### src/rtl/pintrig_pkg.sv
package pintrig_pkg;

  // Polarity codes (field value on actLevel)
  localparam logic [1:0] POL_LOW  = 2'b00;
  localparam logic [1:0] POL_HIGH = 2'b01;
  localparam logic [1:0] POL_BOTH = 2'b10;

  // Per-pin strobes from the detector to the status datapath
  typedef struct packed {
    logic intHit;   // trigger condition this cycle
    logic wakeHit;  // trigger qualified by wake enable of current state
  } trig_strobe_t;

endpackage

### src/rtl/pin_trig_ctrl.sv
module pin_trig_ctrl
  import pintrig_pkg::*;
#(
  parameter int NUM_PINS    = 4,
  parameter int WAKE_STATES = 3,
  localparam int PS_W       = $clog2(WAKE_STATES + 1)
) (
  input  logic                            clk,
  input  logic                            rst_n,
  input  logic [NUM_PINS-1:0]             pinIn,
  input  logic [NUM_PINS-1:0]             trigLevel,
  input  logic [2*NUM_PINS-1:0]           actLevel,
  input  logic [WAKE_STATES*NUM_PINS-1:0] wakeEn,
  input  logic [PS_W-1:0]                 powerState,
  output logic [NUM_PINS-1:0]             pinLevel,
  output trig_strobe_t [NUM_PINS-1:0]     strobes
);

  logic [NUM_PINS-1:0] prevIn;
  logic                armed;

  // Edge history is valid only once one sample has been taken after reset
  always_ff @(posedge clk or negedge rst_n) begin
    if (!rst_n) begin
      prevIn <= '0;
      armed  <= 1'b0;
    end else begin
      prevIn <= pinIn;
      armed  <= 1'b1;
    end
  end

  assign pinLevel = prevIn;

  for (genvar i = 0; i < NUM_PINS; i++) begin : g_pin
    logic [1:0] pol;
    logic       rise;
    logic       fall;
    logic       edgeHit;
    logic       lvlHit;
    logic       wakeSel;

    assign pol  = actLevel[2*i +: 2];
    assign rise = armed &  pinIn[i] & ~prevIn[i];
    assign fall = armed & ~pinIn[i] &  prevIn[i];

    always_comb begin
      unique case (pol)
        POL_HIGH: edgeHit = rise;
        POL_LOW:  edgeHit = fall;
        POL_BOTH: edgeHit = rise | fall;
        default:  edgeHit = 1'b0;
      endcase
    end

    always_comb begin
      unique case (pol)
        POL_HIGH: lvlHit = pinIn[i];
        POL_LOW:  lvlHit = ~pinIn[i];
        default:  lvlHit = 1'b0;
      endcase
    end

    // Pick the wake enable belonging to the current power state; state 0 runs
    always_comb begin
      wakeSel = 1'b0;
      for (int s = 1; s <= WAKE_STATES; s++) begin
        if (powerState == PS_W'(s)) wakeSel = wakeEn[i*WAKE_STATES + s - 1];
      end
    end

    assign strobes[i].intHit  = trigLevel[i] ? lvlHit : edgeHit;
    assign strobes[i].wakeHit = strobes[i].intHit & wakeSel;

    // the undefined polarity code never produces a trigger
    p_code11_quiet_r4: assert property (@(posedge clk) disable iff (!rst_n)
      (pol == 2'b11) |-> !strobes[i].intHit);

    // running state never qualifies a wake
    p_run_no_wake_r8: assert property (@(posedge clk) disable iff (!rst_n)
      (powerState == '0) |-> !strobes[i].wakeHit);
  end

endmodule

### src/rtl/pin_trig_status.sv
module pin_trig_status
  import pintrig_pkg::*;
#(
  parameter int NUM_PINS = 4
) (
  input  logic                        clk,
  input  logic                        rst_n,
  input  trig_strobe_t [NUM_PINS-1:0] strobes,
  input  logic [NUM_PINS-1:0]         intEn,
  input  logic [NUM_PINS-1:0]         intMask,
  input  logic [NUM_PINS-1:0]         clrInt,
  input  logic [NUM_PINS-1:0]         clrWake,
  output logic [NUM_PINS-1:0]         intSts,
  output logic [NUM_PINS-1:0]         wakeSts,
  output logic [NUM_PINS-1:0]         intPending
);

  for (genvar i = 0; i < NUM_PINS; i++) begin : g_pin
    logic intSet;

    assign intSet = strobes[i].intHit & intEn[i];

    // Set has priority over clear
    always_ff @(posedge clk or negedge rst_n) begin
      if (!rst_n)          intSts[i] <= 1'b0;
      else if (intSet)     intSts[i] <= 1'b1;
      else if (clrInt[i])  intSts[i] <= 1'b0;
    end

    always_ff @(posedge clk or negedge rst_n) begin
      if (!rst_n)                  wakeSts[i] <= 1'b0;
      else if (strobes[i].wakeHit) wakeSts[i] <= 1'b1;
      else if (clrWake[i])         wakeSts[i] <= 1'b0;
    end

    assign intPending[i] = intSts[i] & intEn[i] & intMask[i];

    // status only rises when the enable was set
    p_set_needs_en_r6: assert property (@(posedge clk) disable iff (!rst_n)
      $rose(intSts[i]) |-> $past(intEn[i]));

    // status holds without a clear
    p_hold_r3: assert property (@(posedge clk) disable iff (!rst_n)
      (intSts[i] && !clrInt[i]) |=> intSts[i]);

    // a clear with no recorded trigger empties the status
    p_clear_r9: assert property (@(posedge clk) disable iff (!rst_n)
      (clrInt[i] && !(strobes[i].intHit && intEn[i])) |=> !intSts[i]);

    // recorded trigger wins over a simultaneous clear
    p_trig_wins_r9: assert property (@(posedge clk) disable iff (!rst_n)
      (strobes[i].intHit && intEn[i] && clrInt[i]) |=> intSts[i]);

    // wake clear without a wake trigger empties the wake status
    p_wake_clear_r8: assert property (@(posedge clk) disable iff (!rst_n)
      (clrWake[i] && !strobes[i].wakeHit) |=> !wakeSts[i]);
  end

endmodule

### src/rtl/pin_trig_top.sv
module pin_trig_top
  import pintrig_pkg::*;
#(
  parameter int NUM_PINS    = 4,
  parameter int WAKE_STATES = 3,
  localparam int PS_W       = $clog2(WAKE_STATES + 1)
) (
  input  logic                            clk,
  input  logic                            rst_n,
  input  logic [NUM_PINS-1:0]             pinIn,
  input  logic [NUM_PINS-1:0]             trigLevel,
  input  logic [2*NUM_PINS-1:0]           actLevel,
  input  logic [NUM_PINS-1:0]             intEn,
  input  logic [NUM_PINS-1:0]             intMask,
  input  logic [WAKE_STATES*NUM_PINS-1:0] wakeEn,
  input  logic [PS_W-1:0]                 powerState,
  input  logic [NUM_PINS-1:0]             clrInt,
  input  logic [NUM_PINS-1:0]             clrWake,
  output logic [NUM_PINS-1:0]             intSts,
  output logic [NUM_PINS-1:0]             wakeSts,
  output logic [NUM_PINS-1:0]             intPending,
  output logic [NUM_PINS-1:0]             pinLevel
);

  trig_strobe_t [NUM_PINS-1:0] strobes;

  pin_trig_ctrl #(.NUM_PINS(NUM_PINS), .WAKE_STATES(WAKE_STATES)) u_ctrl (
    .clk        (clk),
    .rst_n      (rst_n),
    .pinIn      (pinIn),
    .trigLevel  (trigLevel),
    .actLevel   (actLevel),
    .wakeEn     (wakeEn),
    .powerState (powerState),
    .pinLevel   (pinLevel),
    .strobes    (strobes)
  );

  pin_trig_status #(.NUM_PINS(NUM_PINS)) u_status (
    .clk        (clk),
    .rst_n      (rst_n),
    .strobes    (strobes),
    .intEn      (intEn),
    .intMask    (intMask),
    .clrInt     (clrInt),
    .clrWake    (clrWake),
    .intSts     (intSts),
    .wakeSts    (wakeSts),
    .intPending (intPending)
  );

  // outputs stay low while reset is asserted
  always_comb begin
    if (!rst_n) begin
      a_reset_quiet_r1: assert (intSts == '0 && wakeSts == '0 && pinLevel == '0);
    end
  end

endmodule

### config.mk
export PLATFORM = sky130hd
export DESIGN_NAME = pin_trig_top
export DESIGN_NICKNAME = d
export VERILOG_FILES = /design/src/rtl/pintrig_pkg.sv /design/src/rtl/pin_trig_ctrl.sv /design/src/rtl/pin_trig_status.sv /design/src/rtl/pin_trig_top.sv
export SDC_FILE = /design/constraint.sdc
export NUM_CORES = 1
export LEC_CHECK = 0
export ABC_CLOCK_PERIOD_IN_PS = 1340
export CORE_MARGIN = 2
export CORE_UTILIZATION = 32
export DETAILED_ROUTE_END_ITERATION = 16
export PLACE_DENSITY_LB_ADDON = 0.25
export SKIP_CTS_REPAIR_TIMING = 1
export SLEW_MARGIN = 10
export SYNTH_ARGS = -nofsm -noshare
export SYNTH_HDL_FRONTEND = slang
export SYNTH_SLANG_ARGS = --single-unit
### constraint.sdc
create_clock -name clk -period 1.34 [get_ports clk]
set_input_delay 0.402 -clock clk [delete_from_list [all_inputs] [get_ports clk]]
set_output_delay 0.402 -clock clk [all_outputs]
set_load 0.01 [all_outputs]
======== Word level (Yosys, flattened, before mapping) ========
Cells that the tools add are included.
word-level totals
  register bits ........................... 13
  word-level logic and storage cells ...... 117
  output and inout bits ................... 16
  bits of input ports ..................... 48
cells by class
  bitwise logic cells ..................... 44
  equal/unequal tests ..................... 11
  mux-type cells .......................... 40
  reduce and logical (&&, ||, !) cells .... 12
operators with widths
  cell                                            number
  AND 1 bit                                       32
  2-to-1 mux 1 bit                                32
  nonzero test 2 bit                              8
  == test 2 bit (second input constant)           6
  case mux 1 bit (3 select lines)                 4
  == test 2 x 1 -> 1 bit (second input constant)  5
  logical NOT 2 bit                               4
  inverter 1 bit                                  8
  case mux 1 bit (2 select lines)                 4
  OR 1 bit                                        4

======== Longest topological paths before layout ========
Gate-level depths: netlist of run 1.
  word-level depth ........................ 8
  mapped depth ............................ 5
  depth with buffers taken out ............ 4

======== Cells and area by module ========
A second synthesis of run 1 with hierarchy kept.
unflattened totals
  cells, all modules ...................... 86
  area total of the unflattened synthesis .. 828.3 sq um
by module, submodules not included
  module           instances  cells an instance  area each (sq um)
  pin_trig_ctrl    1          54                 491.7
  pin_trig_status  1          32                 336.6

======== Worst setup path after synthesis of run 1 ========
Ideal clock, no wire load.
  path kind ............................... input port to flip-flop
  from .................................... input port powerState[1]
  to ...................................... register u_status.wakeSts[0]
  setup time .............................. 121 ps
  arrival time ............................ 1072 ps
  data required time ...................... 1219 ps
  stages .................................. 3
  setup slack ............................. 147 ps
  buffers on the path ..................... 0
  cell sequence ........................... mux2_4 a22o_1 a22o_1
on the way
  cells in the longest elaborated chain, start to end .. 6
  elaborated cells on any way between the ends .. 9
  those cells by class .................... eq/ne: 3; mux: 4; bitwise: 1; reduce/logical: 1
RTL lines
  element                                                        RTL line               RTL
  start: declaration                                             pin_trig_top.sv:16     input logic [PS_W-1:0] powerState,
  == test 2 x 1 -> 1 bit                                         pin_trig_ctrl.sv:68    if (powerState == PS_W'(s)) wakeSel = wakeEn[i*WAKE_STATES + s - 1];
  2-to-1 mux 1 bit (2 in a row)                                  pin_trig_ctrl.sv:68
  2-to-1 mux 1 bit (*)                                           pin_trig_ctrl.sv:68
  AND 1 bit (*)                                                  pin_trig_ctrl.sv:73    assign strobes[i].wakeHit = strobes[i].intHit & wakeSel;
  2-to-1 mux 1 bit / nonzero test 2 bit (equally long branches)  n/a
  end signal: indexed assignment                                 pin_trig_status.sv:31  if (!rst_n) wakeSts[i] <= 1'b0;
  end signal: indexed assignment                                 pin_trig_status.sv:32  else if (strobes[i].wakeHit) wakeSts[i] <= 1'b1;
  end signal: indexed assignment                                 pin_trig_status.sv:33  else if (clrWake[i]) wakeSts[i] <= 1'b0;
  end: declaration                                               pin_trig_status.sv:14  output logic [NUM_PINS-1:0] wakeSts,
Every way passes the cells marked *; elsewhere a longest branch is shown, timed or not.
A chain may end at the register's enable or synchronous reset.

======== Worst setup path in the final report of run 1 ========
  from .................................... input port intEn[0]
  to ...................................... output port intPending[0]
on the way
  cells in the longest elaborated chain, start to end .. 2
RTL lines
  element                 RTL line               RTL
  start: declaration      pin_trig_top.sv:13     input logic [NUM_PINS-1:0] intEn,
  AND 1 bit (2 in a row)  pin_trig_status.sv:36  assign intPending[i] = intSts[i] & intEn[i] & intMask[i];
  end: declaration        pin_trig_top.sv:21     output logic [NUM_PINS-1:0] intPending,
Every way passes these cells.

==> results of run 1 <==
## critical path, stage by stage
cell and delay [ns]:
sky130_fd_sc_hd__clkdlybuf4s50_1 0.47, sky130_fd_sc_hd__and3_1 0.14, sky130_fd_sc_hd__clkbuf_2 0.12
## per-layer routing
layer	wire (um)	vias to the layer above	track usage, %
met1	1020	467	19.1
met4	16	0	6.67
met2	1510	43	33.3
met3	281	2	5.28
li1	-	473	-
met5	0	-	0
## flip-flops by register name (all words and copies together) (netlist names)
| register | flops |
|---|---|
| u_ctrl.armed | 1 |
| u_ctrl.pinLevel | 4 |
| u_status.intSts | 4 |
| u_status.wakeSts | 4 |
## final timing paths
kind	start	end	slack (ns)	cells past startpoint
worst max-delay path	intEn[0]	intPending[0]	-0.21	3
worst min-delay path	pinIn[2]	u_ctrl.pinLevel[2]	0.34	1
worst max register to register	u_ctrl.pinLevel[0]	u_status.wakeSts[0]	0.13	4
worst min register to register	u_status.wakeSts[0]	u_status.wakeSts[0]	0.52	1
max in group asynchronous	rst_n	u_status.wakeSts[1]	0.75	2
min in group asynchronous	rst_n	u_status.wakeSts[0]	0.43	2
## cell type report
class,count,area [um2]
repair buffers,79,818
fillers,174,638
multi-input cells,68,572
inverters,4,15.0
well taps,30,37.5
flip-flops and latches,13,325
clock buffers,4,26.3
## synthesized netlist by cell type
library cell                instances
sky130_fd_sc_hd__inv_1              4
sky130_fd_sc_hd__or4b_1             1
sky130_fd_sc_hd__nor2b_1            8
sky130_fd_sc_hd__a22o_1             6
sky130_fd_sc_hd__a31oi_1            1
sky130_fd_sc_hd__o2111ai_1          1
sky130_fd_sc_hd__dfrtp_1           13
sky130_fd_sc_hd__nand3_1            1
sky130_fd_sc_hd__o211ai_1           1
sky130_fd_sc_hd__o21ai_1            4
sky130_fd_sc_hd__mux2_2             1
sky130_fd_sc_hd__buf_2              1
sky130_fd_sc_hd__xor2_1             3
sky130_fd_sc_hd__nor2_1             4
sky130_fd_sc_hd__nand2_1            8
sky130_fd_sc_hd__nor3b_1            3
sky130_fd_sc_hd__conb_1             1
sky130_fd_sc_hd__mux2_1             3
sky130_fd_sc_hd__and3_1             4
sky130_fd_sc_hd__mux2i_1            2
sky130_fd_sc_hd__o21ai_0            2
sky130_fd_sc_hd__mux2_4             1
sky130_fd_sc_hd__a21oi_1            8
sky130_fd_sc_hd__nor4bb_1           2
sky130_fd_sc_hd__and2b_1            1
sky130_fd_sc_hd__and3b_1            1
sky130_fd_sc_hd__nor4_1             1
## cells by family (layout without fill, tap and decap cells)
logic type,count (synthesis),count (layout),share of synthesized area [%]
multiplexers,7,7,10.0
XOR/XNOR,3,3,3.28
buffers and inverters,5,87,2.50
other,1,1,0.468
AO/OA/AOI/OAI,23,23,18.1
flip-flops,13,13,40.6
AND/OR/NAND/NOR,34,34,25.0
## stage by stage
| step | cell area (um2) | total power, mW | std cells |
|---|---|---|---|
| final | 1790 | 1.12 | 198 |
| after global routing | 1790 | 1.18 | 198 |
| after CTS | 1600 | 1.10 | 197 |
| after detailed placement | 1580 | 0.841 | 193 |
| after global placement | 1580 | 0.830 | 193 |
| after floorplan | 801 | 0.558 | 86 |
## power by group
part | internal [mW] | leakage [nW] | switching, mW | total, mW
clock network | 0.115 | 0.0150 | 0.139 | 0.255
logic | 0.269 | 0.943 | 0.154 | 0.423
registers | 0.422 | 0.165 | 0.0165 | 0.438
total | 0.806 | 1.12 | 0.310 | 1.12
==> results.py, run 1 <==
metrics = {
    "timing": {
        "achievable-frequency_mhz": 647,
        "post-route-period-util_pct": 115,
        "setup_ws_ns": -0.206,
        "fin_setup_tns_ns": -0.294,
        "min_tclk_post_route_ns": 1.55,
        "hold_violations": 0,
        "fin_worst_skew_ns": 0.00215,
        "slew_viol_final": 0,
        "fin_worst_hold_slack_ns": 0.344,
        "final-setup-viol-count": 4,
        "unrepaired_setup_endpoints_after_global_routing": "yes",
    },
    "floorplanning": {
        "design.core.area_um2": 2430,
        "die-height_um": 54.0,
        "design.portCount": 64,
        "cell_rows": 18,
        "dieWidth_um": 54.0,
        "die_area_um2": 2920,
        "floorplan.initialDensity_pct": 32.9,
    },
    "placed_design": {
        "detailedPlace.worstSlack_ns": -0.627,
        "post-dp-hpwl_mm": 2.10,
        "number_of_port_buffers": 63,
        "routabilityCongestion": 0.772,
    },
    "final_layout": {
        "post_route_core_utilization_pct": 73.8,
        "area_delta_synth_final_pct": 124,
        "final_net_count": 217,
        "final_layout_size_suffix_gt1_share_pct": 25.6,
        "antenna-diode-count": 0,
        "final_cell_mix": "33 x sky130_fd_sc_hd__dlymetal6s2s_1, 25 x sky130_fd_sc_hd__clkdlybuf4s50_1, 15 x sky130_fd_sc_hd__buf_4, 13 x sky130_fd_sc_hd__dfrtp_1",
        "mostFrequentLayoutCell": "sky130_fd_sc_hd__dlymetal6s2s_1",
    },
    "synth": {
        "synth_seq_area_share_pct": 40.6,
        "synthDominantAreaCellType": "sky130_fd_sc_hd__dfrtp_1",
        "syn_area_um2": 801,
        "synthDominantCellAreaShare_pct": 40.6,
        "netlist-cell-type-count": 27,
        "synth.top_cells.by_area": "sky130_fd_sc_hd__dfrtp_1 41%, sky130_fd_sc_hd__a22o_1 6.6%, sky130_fd_sc_hd__nor2b_1 6.3%",
        "synth_area_per_cell_um2": 9.31,
        "ys_seq_elements": 13,
        "syn-instance-count": 86,
        "yosys_warnings": 0,
        "syn-num-nets": 134,
    },
    "clock_tree": {
        "clock_slew_seen_by_the_registers_of_the_worst_setup_and_hold_paths_ns": 0.09,
        "cts_max_level": 1,
        "ctsLongestPathBuffers": 2,
        "clock_sink_count": 13,
        "cts_tree": "yes",
        "cts-buffers-inserted": 3,
        "clkLatencyLatePin_ns": 0.27,
        "clock_tree.root_cell": "sky130_fd_sc_hd__clkbuf_4",
    },
    "routing": {
        "totalWireLength_mm": 2.83,
        "wl_per_cell_um": 14.3,
        "drtPass1Iterations": 4,
        "detail_route.drc_violations": 0,
        "vias_per_cell": 4.97,
        "total_number_of_vias": 985,
        "drt_first_iter_violations": 6,
        "ant_nets": 0,
    },
    "global_route": {
        "grt_first_pass_wirelength_mm": 3.81,
        "grt_start_max_net_pins": 14,
        "grt_pass1_vias": 939,
        "antenna_found_initial": 0,
        "groute.usage.overall_pct": 18.0,
        "grt_remaining_overflow": 0,
    },
    "critical_path": {
        "worst_ep_required_time_ns": 0.94,
        "worst_setup_path_start_kind": "input pin",
        "critical_path.max_fanout": 2,
        "endpoint_kind": "output pin",
        "worst_ep_arrival_time_ns": 1.14,
        "timing_worst_setup_path_type": "in -> out",
    },
    "min_path": {
        "hold_path.class": "in -> reg",
    },
    "pwr": {
        "ir_drop_mv": 0.510,
        "cellPowerDensity_nw_per_um2": 622,
        "leakagePower_nw": 1.12,
    },
    "run": {
        "max-cap-violations": 0,
    },
    "run_status": {
        "failed_checks": "setup timing",
        "run_status": "finished with violations",
    },
}
Power figures use the tool's default switching activity.
==> inputs of run 2 (changes only) <==
Settings changed: TNS_END_PERCENT from default to 30.
==> results.py, run 2 (synthesized netlist as in run 1, its figures left out) <==
metrics = {
    "critical_path": {
        "worst_ep_required_time_ns": 0.94,
        "crit_chain": "clkdlybuf4s50_1 -> and3_1 -> clkbuf_2",
        "critical_path.reg2reg.startpoint": "u_ctrl.pinLevel[0]",
        "crit-reg2reg-capture": "u_status.wakeSts[0]",
        "timing_worst_setup_path_type": "in -> out",
        "worst_setup_path_start_kind": "input pin",
        "critical_path.max_fanout": 2,
        "critPathSlowestCell": "sky130_fd_sc_hd__clkdlybuf4s50_1",
        "critical_path_end": "intPending[0]",
        "endpoint_kind": "output pin",
        "r2r_setup_slack_ns": 0.13,
        "critPathLaunch": "intEn[0]",
        "crit_path_max_incr_delay_ns": 0.48,
        "worst_ep_arrival_time_ns": 1.15,
        "r2r.worst_path.cells": 5,
    },
    "min_path": {
        "hold_path.class": "in -> reg",
    },
    "clock_tree": {
        "clock_slew_seen_by_the_registers_of_the_worst_setup_and_hold_paths_ns": 0.08,
        "cts-buffers-inserted": 3,
        "cts_tree": "yes",
        "clock_tree.root_cell": "sky130_fd_sc_hd__clkbuf_4",
        "clock_sink_count": 13,
        "cts_max_level": 1,
        "ctsLongestPathBuffers": 2,
        "clkLatencyLatePin_ns": 0.27,
    },
    "timing": {
        "final-setup-viol-count": 8,
        "min_tclk_post_route_ns": 1.55,
        "post-route-period-util_pct": 116,
        "achievable-frequency_mhz": 646,
        "hold_violations": 0,
        "fin_setup_tns_ns": -0.495,
        "setup_ws_ns": -0.209,
        "unrepaired_setup_endpoints_after_global_routing": "yes",
        "fin_worst_hold_slack_ns": 0.338,
        "slew_viol_final": 0,
        "fin_worst_skew_ns": 0.00103,
    },
    "routing": {
        "total_number_of_vias": 975,
        "drt_first_iter_violations": 6,
        "totalWireLength_mm": 2.73,
        "drtPass1Iterations": 4,
        "top_layer_used": "met4",
        "total_length_of_routed_met3_wires_um": 271,
        "wl_per_cell_um": 13.7,
        "drt_met1_wl_mm": 1.00,
        "ant_nets": 0,
        "vias_per_cell": 4.90,
        "met2_length_mm": 1.44,
        "detail_route.drc_violations": 0,
    },
    "floorplanning": {
        "design.portCount": 64,
        "dieWidth_um": 54.0,
        "design.core.area_um2": 2430,
        "floorplan.initialDensity_pct": 32.9,
        "cell_rows": 18,
        "die-height_um": 54.0,
        "die_area_um2": 2920,
    },
    "pwr": {
        "totalPowerFinal_mw": 1.09,
        "leakagePower_nw": 1.01,
        "ir_drop_mv": 0.484,
        "cellPowerDensity_nw_per_um2": 638,
    },
    "global_route": {
        "grt_remaining_overflow": 0,
        "antenna_found_initial": 0,
        "grt_first_pass_wirelength_mm": 3.81,
        "grt_start_max_net_pins": 14,
        "groute.usage.overall_pct": 18.0,
        "grt_pass1_vias": 939,
    },
    "placed_design": {
        "post-dp-hpwl_mm": 2.10,
        "number_of_port_buffers": 63,
        "routabilityCongestion": 0.772,
        "post-place-cells": 193,
    },
    "final_layout": {
        "final_layout_size_suffix_gt1_share_pct": 22.5,
        "area_delta_synth_final_pct": 114,
        "finalNonFillerCells": 199,
        "mostFrequentLayoutCell": "sky130_fd_sc_hd__clkdlybuf4s50_1",
        "antenna-diode-count": 0,
        "final_net_count": 218,
        "post_route_core_utilization_pct": 70.4,
        "final_cell_mix": "34 x sky130_fd_sc_hd__clkdlybuf4s50_1, 24 x sky130_fd_sc_hd__dlymetal6s2s_1, 16 x sky130_fd_sc_hd__buf_4, 13 x sky130_fd_sc_hd__dfrtp_1",
    },
    "run_status": {
        "run_status": "finished with violations",
        "failed_checks": "setup timing",
    },
    "run": {
        "max-cap-violations": 0,
    },
}
==> run 2: cell count changes in the layout (fill, tap and decap cells not counted), sizes merged <==
cell / change
dlymetal6s2s: -9
buf: +1
clkdlybuf4s50: +9
==> run 2: per-layer routing <==
layer / GRT usage, % / vias up
met5: 0 / -
met4: 6.67 / 0
met1: 19.1 / 457
met3: 5.28 / 2
met2: 33.3 / 39
li1: - / 477
==> run 2: cell type report <==
type | instances | area, um2
Clock buffer | 4 | 26.3
Inverter | 4 | 15.0
Timing Repair Buffer | 80 | 803
Fill cell | 194 | 719
Sequential cell | 13 | 325
Multi-Input combinational cell | 68 | 505
Tap cell | 30 | 37.5
==> run 2: through the flow <==
stage	setup slack [ns]	area, um2
finish	-0.209	1710
CTS	-0.632	1600
detailed placement	-0.627	1580
floorplan	0.147	801
global route	-0.264	1710
global placement	-0.600	1580
==> run 2: power by group <==
part	leakage (nW)	total, mW	switching, mW	internal [mW]
sequential	0.165	0.438	0.0164	0.422
combinational	0.832	0.402	0.141	0.262
clock	0.0150	0.252	0.137	0.115
total	1.01	1.09	0.294	0.799
==> run 2: worst min-delay path by stage <==
stage / end / cells past startpoint / slack (ns) / startpoint
after floorplan: u_ctrl.armed / 0 / 0.11 / rst_n
after global placement: u_status.wakeSts[0] / 1 / 0.49 / u_status.wakeSts[0]
after detailed placement: u_status.wakeSts[0] / 1 / 0.50 / u_status.wakeSts[0]
after global routing: u_ctrl.pinLevel[2] / 1 / 0.33 / pinIn[2]
final: u_ctrl.pinLevel[2] / 1 / 0.34 / pinIn[2]
after CTS: u_status.wakeSts[0] / 2 / 0.43 / rst_n
==> run 2: worst max-delay path: cells and delay by family <==
kind	cells	cell delay [ns]
buf+inv	2	0.60
simple gates	1	0.15
